**src/rtl/uart_pkg.sv**
```systemverilog
`timescale 1ns/1ps
package uart_pkg;
  typedef enum logic [1:0] {
    RX_IDLE  = 2'd0,
    RX_START = 2'd1,
    RX_DATA  = 2'd2,
    RX_STOP  = 2'd3
  } rx_state_t;
endpackage

```
**src/rtl/uart_tx_eng.sv**
```systemverilog
`timescale 1ns/1ps
module uart_tx_eng #(
  parameter int DATA_W    = 8,
  parameter int STOP_BITS = 2,
  parameter int OVS       = 16
) (
  input  logic              clk,
  input  logic              rst,
  input  logic              en,
  input  logic              tick,
  input  logic              par_en,
  input  logic              wr,
  input  logic [DATA_W-1:0] wdata,
  output logic              txd,
  output logic              done
);
  localparam int FRAME_W = 1 + DATA_W + STOP_BITS;
  localparam int CNT_W   = $clog2(OVS);
  localparam int IDX_W   = $clog2(FRAME_W + 1);
  localparam int STOP_AT = FRAME_W - STOP_BITS;

  logic               busy;
  logic [FRAME_W-1:0] frame;
  logic [CNT_W-1:0]   tcnt;
  logic [IDX_W-1:0]   idx;
  logic [DATA_W-1:0]  payload;

  // parity replaces the top data bit; odd total over the 8 bits
  always_comb begin
    payload = wdata;
    if (par_en) payload[DATA_W-1] = ~^wdata[DATA_W-2:0];
  end

  always_ff @(posedge clk) begin
    if (rst || !en) begin
      busy  <= 1'b0;
      txd   <= 1'b1;
      done  <= 1'b0;
      tcnt  <= '0;
      idx   <= '0;
      frame <= '1;
    end else begin
      done <= 1'b0;
      if (!busy) begin
        if (wr) begin
          busy  <= 1'b1;
          frame <= {{STOP_BITS{1'b1}}, payload, 1'b0};
          txd   <= 1'b0;
          tcnt  <= '0;
          idx   <= '0;
        end
      end else if (tick) begin
        if (tcnt == CNT_W'(OVS - 1)) begin
          tcnt  <= '0;
          frame <= {1'b1, frame[FRAME_W-1:1]};
          if (idx == IDX_W'(FRAME_W - 1)) begin
            busy <= 1'b0;
            done <= 1'b1;
            txd  <= 1'b1;
          end else begin
            idx <= idx + 1'b1;
            txd <= frame[1];
          end
        end else begin
          tcnt <= tcnt + 1'b1;
        end
      end
    end
  end

  p_idle_mark_r1: assert property (@(posedge clk) disable iff (rst)
    !busy |-> txd);
  p_start_space_r2: assert property (@(posedge clk) disable iff (rst)
    (busy && idx == '0) |-> !txd);
  p_stop_mark_r2: assert property (@(posedge clk) disable iff (rst)
    (busy && idx >= IDX_W'(STOP_AT)) |-> txd);
  p_done_pulse_r4: assert property (@(posedge clk) disable iff (rst)
    done |=> !done);
endmodule

```
**src/rtl/uart_rx_eng.sv**
```systemverilog
`timescale 1ns/1ps
module uart_rx_eng
  import uart_pkg::*;
#(
  parameter int DATA_W = 8,
  parameter int OVS    = 16
) (
  input  logic              clk,
  input  logic              rst,
  input  logic              en,
  input  logic              tick,
  input  logic              par_en,
  input  logic              rxd_s,
  input  logic              rd,
  output logic [DATA_W-1:0] rdata,
  output logic              ferr,
  output logic              ovr,
  output logic              done
);
  localparam int CNT_W = $clog2(OVS);
  localparam int IDX_W = $clog2(DATA_W);
  localparam logic [CNT_W-1:0] MID = CNT_W'(OVS / 2 - 1);
  localparam logic [CNT_W-1:0] END = CNT_W'(OVS - 1);

  rx_state_t         state;
  logic [CNT_W-1:0]  tcnt;
  logic [IDX_W-1:0]  idx;
  logic [DATA_W-1:0] sh;
  logic              full;

  always_ff @(posedge clk) begin
    if (rst) begin
      state <= RX_IDLE;
      tcnt  <= '0;
      idx   <= '0;
      sh    <= '0;
      rdata <= '0;
      ferr  <= 1'b0;
      ovr   <= 1'b0;
      full  <= 1'b0;
      done  <= 1'b0;
    end else begin
      done <= 1'b0;
      if (rd) begin
        full <= 1'b0;
        ovr  <= 1'b0;
      end
      if (!en) begin
        state <= RX_IDLE;
      end else if (tick) begin
        case (state)
          RX_IDLE: if (!rxd_s) begin
            state <= RX_START;
            tcnt  <= '0;
          end
          RX_START: if (tcnt == MID) begin
            tcnt <= '0;
            idx  <= '0;
            state <= rxd_s ? RX_IDLE : RX_DATA;
          end else begin
            tcnt <= tcnt + 1'b1;
          end
          RX_DATA: if (tcnt == END) begin
            tcnt <= '0;
            sh   <= {rxd_s, sh[DATA_W-1:1]};
            if (idx == IDX_W'(DATA_W - 1)) state <= RX_STOP;
            else idx <= idx + 1'b1;
          end else begin
            tcnt <= tcnt + 1'b1;
          end
          RX_STOP: if (tcnt == END) begin
            state <= RX_IDLE;
            tcnt  <= '0;
            done  <= 1'b1;
            ferr  <= !rxd_s;
            rdata <= par_en ? {~^sh, sh[DATA_W-2:0]} : sh;
            ovr   <= full && !rd;
            full  <= 1'b1;
          end else begin
            tcnt <= tcnt + 1'b1;
          end
          default: state <= RX_IDLE;
        endcase
      end
    end
  end

  p_done_pulse_r5: assert property (@(posedge clk) disable iff (rst)
    done |=> !done);
  p_glitch_drop_r7: assert property (@(posedge clk) disable iff (rst)
    (en && tick && state == RX_START && tcnt == MID && rxd_s) |=> (state == RX_IDLE && !done));
  p_ovr_on_done_r9: assert property (@(posedge clk) disable iff (rst)
    $rose(ovr) |-> done);
  p_read_clears_r9: assert property (@(posedge clk) disable iff (rst)
    (rd && !(en && tick && state == RX_STOP && tcnt == END)) |=> !ovr);
endmodule

```
**src/rtl/uart_duplex_core.sv**
```systemverilog
`timescale 1ns/1ps
module uart_duplex_core #(
  parameter int DATA_W    = 8,
  parameter int STOP_BITS = 2,
  parameter int OVS       = 16,
  parameter int SYNC_W    = 2
) (
  input  logic              clk,
  input  logic              rst,
  input  logic              en,
  input  logic              bit_tick,
  input  logic              par_en,
  input  logic              tx_wr,
  input  logic [DATA_W-1:0] tx_data,
  output logic              txd,
  output logic              tx_irq,
  input  logic              rxd,
  input  logic              rx_rd,
  output logic [DATA_W-1:0] rx_data,
  output logic              rx_ferr,
  output logic              rx_ovr,
  output logic              rx_irq
);
  logic [SYNC_W-1:0] rx_sync;

  always_ff @(posedge clk) begin
    if (rst) rx_sync <= '1;
    else     rx_sync <= {rx_sync[SYNC_W-2:0], rxd};
  end

  uart_tx_eng #(.DATA_W(DATA_W), .STOP_BITS(STOP_BITS), .OVS(OVS)) u_tx (
    .clk(clk), .rst(rst), .en(en), .tick(bit_tick), .par_en(par_en),
    .wr(tx_wr), .wdata(tx_data), .txd(txd), .done(tx_irq)
  );

  uart_rx_eng #(.DATA_W(DATA_W), .OVS(OVS)) u_rx (
    .clk(clk), .rst(rst), .en(en), .tick(bit_tick), .par_en(par_en),
    .rxd_s(rx_sync[SYNC_W-1]), .rd(rx_rd), .rdata(rx_data),
    .ferr(rx_ferr), .ovr(rx_ovr), .done(rx_irq)
  );

  p_disabled_quiet_r10: assert property (@(posedge clk) disable iff (rst)
    !en |=> (txd && !tx_irq && !rx_irq));
endmodule

```
**config.mk**
```make
export PLATFORM = sky130hd
export DESIGN_NAME = uart_duplex_core
export DESIGN_NICKNAME = d
export VERILOG_FILES = /design/src/rtl/uart_pkg.sv /design/src/rtl/uart_tx_eng.sv /design/src/rtl/uart_rx_eng.sv /design/src/rtl/uart_duplex_core.sv
export SDC_FILE = /design/constraint.sdc
export NUM_CORES = 1
export LEC_CHECK = 0
export BUFFER_PORTS_ARGS = -buffer_cell sky130_fd_sc_hd__buf_4
export CAP_MARGIN = 40
export CORE_UTILIZATION = 40
export CTS_CLUSTER_SIZE = 8
export DETAILED_ROUTE_END_ITERATION = 6
export PLACE_DENSITY_LB_ADDON = 0.25
export SYNTH_ARGS = -nofsm -noshare
export SYNTH_HDL_FRONTEND = slang
export SYNTH_HIERARCHICAL = 1
export SYNTH_SLANG_ARGS = --single-unit
```
**constraint.sdc**
```tcl
create_clock -name clk -period 1.75 [get_ports clk]
set_clock_uncertainty 0.1 [all_clocks]
set_input_delay 0.2625 -clock clk [delete_from_list [all_inputs] [get_ports clk]]
set_output_delay 0.2625 -clock clk [all_outputs]
set_load 0.01 [all_outputs]
```
Yosys cells after proc, flatten, opt, wreduce, memory -nomap -nowiden
Index checks and enable logic that the tools add are counted.

cells by class
  add/subtract/negate cells = 4
  multipliers = 0
  div/mod/pow operators = 0
  magnitude comparators = 0
  equal/unequal tests = 17
  shift operators = 0
  muxes and demuxes = 51
  bitwise operators = 5
  reduce and logical (&&, ||, !) cells = 22

operators with widths
  operator                                                          count
  11-bit two-way mux                                                4
  4-bit two-way mux                                                 11
  1-bit two-way mux                                                 23
  4-bit by 1-bit adder with 4-bit output (second input constant)    3
  4-bit == test (second input constant)                             3
  2-bit two-way mux                                                 6
  4-bit case mux with 3 select lines                                1
  4-bit AND reduction                                               3
  6-bit AND reduction                                               2
  2-bit != test (second input constant)                             5
  3-bit two-way mux                                                 3
  8-bit two-way mux                                                 1
  2-bit by 1-bit != test with 1-bit output (second input constant)  4
  2-bit case mux with 4 select lines                                1
  4-bit OR reduction                                                2
  8-bit XNOR reduction                                              1
  7-bit XNOR reduction                                              1
  3-bit case mux with 2 select lines                                1
  3-bit AND reduction                                               2
  1-bit NOT                                                         5
  2-bit == test (second input constant)                             2
  4-bit by 3-bit == test with 1-bit output (second input constant)  1
  2-bit nonzero test                                                2
  2-bit OR reduction                                                2
  8 further kinds                                                   10

word-level totals
  bits in registers = 53
  bits in latches = 0
  RAM bits = 0
  memory bits (read-only) = 0
  input port bits = 16
  output and inout port bits = 13
  word-level logic and storage cells = 115
  memories kept = 0

Depth between registers and ports, before layout
  word-level depth = 6
  gate-level depth with buffers = 7
  mapped depth without buffers = 6

Cells and area by module
The synthesis kept the hierarchy.

modules (own cells, without submodules)
  module            times used  cells an instance  area an instance (µm²)  seq. area each (µm²)
  uart_rx_eng       1           144                1307.5                  580.6
  uart_tx_eng       1           99                 991.0                   380.4
  uart_duplex_core  1           4                  52.6                    40.0

Worst setup path after synthesis
OpenSTA, ideal clock, no wires.

  path kind = flip-flop to flip-flop
  start = register u_rx.idx[0]
  end = register u_rx.idx[0]
  library setup time = 70 ps
  data arrival time = 1543 ps
  required time = 1580 ps
  setup slack = 37 ps
  cell stages (with the launch flop) = 7
  path buffers = 0
  clock period less this slack = 1713 ps
  cells stage by stage = dfxtp_1 > ha_1 > ha_1 > and4bb_2 > o21ai_1 > or3b_1 > a21oi_1

between the ends
  longest elaborated chain between the ends = 4
  elaborated cells between the ends (all ways) = 7
  classes of those cells = add/sub (1); eq/ne (2); mux (3); reduce/logical (1)

ends and longest elaborated chain
  element                                 line               RTL
  start: declaration                      uart_rx_eng.sv:27  logic [IDX_W-1:0] idx;
  start signal: assignment                uart_rx_eng.sv:67  else idx <= idx + 1'b1;
  3-bit by 1-bit adder with 3-bit output  uart_rx_eng.sv:67
  3-bit two-way mux                       uart_rx_eng.sv:66  if (idx == IDX_W'(DATA_W - 1)) state <= RX_STOP;
  3-bit two-way mux                       uart_rx_eng.sv:63  RX_DATA: if (tcnt == END) begin
  3-bit case mux with 2 select lines      uart_rx_eng.sv:51  case (state)

Parallel ways exist; a longest one is shown, timed or not. The select of a mux whose other input is x is not followed.
A chain may end at the register's enable or synchronous reset.

Worst setup path in the final report
Same ends and word-level chain as after synthesis.

==> reports/qor.csv <==
metric,value,unit
fraction of layout cells with a size suffix above 1,0.284,
CP bufs+invs,0,
Bufs on Longest Clock Path,2,
Initial Util,0.422,
Post-synth EDFFs,0,
Worst Path Max Fanout,3,
syn nets,269,
Yosys reg bits,50,
CTS Sinks,50,
Worst setup SP type,flip-flop,
CP endpoint kind,flip-flop,
crit path time final,1730,ps
post-route core utilization,0.521,
CP max stage cell,or3b_1,
Sw Share,0.212,
Logic pwr share,0.076,
total grt overflow,0,
worst min path class,in -> reg,
initial antenna violation count,0,
Most common cell on crit path,ha_4,
Worst EP arrival,1860,ps
Net Switching,447,uW
max-cap viol count,0,
setup violators final,0,
timing endpoint of the critical path,u_rx/idx[0],
GP Congestion,0.776,
multi-input logic area,1340,sq um
DIE WIDTH,78.7,um
largest net degree at the start of global routing,34,
Pint,1660,uW
fin crit share,0.990,
placed wire-length estimate,3210,um
most frequent cells in the layout,"buf_4 (44), dfxtp_1 (43), nand2_1 (33), nor2_1 (25), mux2i_1 (20)",
GR Util All Layers,0.157,
Top Family by Delay on Critical Path,simple AND/OR/NAND/NOR gates,
Clock Latency Late Sink,290,ps
Async SR Flop Fraction,0,
proportion of synthesized chip area in sequential cells,0.426,
drt first pass iters,4,
via/cell ratio,5.09,
status,finished clean,
Final Power,2110,uW
antenna cells,0,
pwr dens,727,nW/um^2
actual slew at the worst max-slew pin,347,ps
DRC violations left,0,
fill cell count,553,
sequential share of power,0.548,
DR iter-0 viols,109,
setup TNS,0,ps
R2R Path Start,u_rx/idx[0],
H-tree Lvls,2,
max incr delay on CP,400,ps
fin nets,310,
max-slew violations,0,
dpl ws,-27.9,ps
root cell of the clock tree,clkbuf_8,
Avg WL per Cell,12.6,um
RSZ-0062 raised after global routing,true,
synth warn,6,
Hold Crit Start,rx_rd,
final hold slack,26.8,ps
worst setup margin,16.7,ps
Die H,78.7,um
critical path class,reg -> reg,
LEAKAGE,0.00118,uW
IO Port Bufs,28,
DIE AREA,6190,sq um
drt total wl,4570,um
CP required,1880,ps
Reg2Reg Capture Point,u_rx/idx[0],
slack of the worst reg-to-reg path,20,ps
post-synthesis cell area,2350,sq um
Max Clk Rate,577,MHz
Syn Area/Cell,9.52,sq um
crit path from,u_rx/idx[0],
Crit path depth,6,
area growth from synthesis to layout,23.5,%
Fin. Hold Viols,0,
Max rail drop VDD,471,uV
CTS clock-pin slew for the worst setup and hold paths,90,ps
R2R cell count,6,
clock power share,0.376,
DRT antenna net count,0,
row count,27,
critical path cell sequence,"ha_4, ha_4, and4bb_2, o21ai_2, or3b_1, a21oi_2",
post-cts hold buffer count,0,
slew margin rel.,0.769,
"commonest non-fill, non-tap cell in the layout",buf_4,
Main synth FF type,dfxtp_1,
Seq. cell area,1010,sq um
core area,5570,sq um
post-synthesis cell count,247,
CTS buffer count,5,
TritonCTS clock tree,built,
vias in the first global route,1694,
I/O pin total,29,
global-route wire length before repair,7730,um
vias post-DR,1838,
Yosys cell types,44,
[power groups by stage]
stage	combinational [uW]	clock [uW]	sequential, uW
after detailed placement	154	0	1180
after floorplan	96.8	0	1180
after CTS	154	824	1160
final	161	794	1160
after global placement	154	0	1180
after global routing	174	872	1160
[state kept, by name (all words and copies together) (netlist names), named ones only]
name and count:
u_rx/full 1, u_tx/tcnt 4, rx_sync 2, u_rx/sh 8, u_rx/tcnt 4, u_tx/idx 4, u_tx/frame 8, u_rx/rdata 8
u_rx/ovr 1, u_tx/done 1, u_tx/txd 1, u_rx/state 1, u_rx/ferr 1, u_tx/busy 1, u_rx/done 1, u_rx/idx 3
[Yosys cell counts (5+ instances only)]
library cell	count	area share
buf_2	6	0.013
a21oi_1	18	0.038
mux2_2	8	0.038
nand2_1	34	0.054
dfxtp_1	50	0.43
nor2_1	25	0.040
mux2i_1	20	0.085
nor3_1	6	0.013
clkbuf_1	5	0.0080
nand3_1	6	0.013
ha_1	6	0.032
[metrics by stage]
step | instances | cell area [sq um]
2_1_floorplan | 247 | 2350
3_3_place_gp | 350 | 2710
3_5_place_dp | 350 | 2710
4_1_cts | 358 | 2820
5_1_grt | 361 | 2900
6_report | 361 | 2900
[final cells by class]
class                      count  share of cell area
multi-input combinational    183               0.460
clock buffer                   7              0.0263
sequential                    50               0.348
tap                           72              0.0310
inverter                       3             0.00388
clock inverter                 1              0.0103
timing repair buffer          45               0.121
[cells by family (layout without fill, tap and decap cells)]
kind of cell             after synthesis  in the layout  synth area share
AO/OA/AOI/OAI                         38             38             0.105
XOR/XNOR                              12             12            0.0745
multiplexers                          28             28             0.123
AND/OR/NAND/NOR                       99             99             0.213
flip-flops                            50             50             0.426
adder cells (fa/ha/maj)                6              6            0.0319
buffers and inverters                 14             56            0.0255
[how the worst min path moves through the flow]
stage,cells after the start,endpoint
final,2,u_rx/ovr
after global routing,2,u_rx/ovr
after CTS,2,u_rx/ovr
after detailed placement,1,rx_sync[1]
after global placement,1,rx_sync[1]
after floorplan,1,u_rx/ovr
[repair_timing]
item | CTS | global route
setup buffers | 0 | 3
hold endpoints to repair | 0 | 0
setup endpoints to repair | 1 | 23
pin swaps | 2 | 6
gates resized for setup | 2 | 17
[layer usage]
| metal | up-vias | wire, um | global-route usage |
|---|---|---|---|
| met4 | 0 | 48 | 0.0556 |
| met2 | 28 | 2090 | 0.250 |
| met3 | 5 | 141 | 0.0279 |
| met5 | - | 0 | 0 |
| li1 | 950 | - | - |
| met1 | 855 | 2290 | 0.212 |
Note: power is estimated with default switching activity, not from simulation.
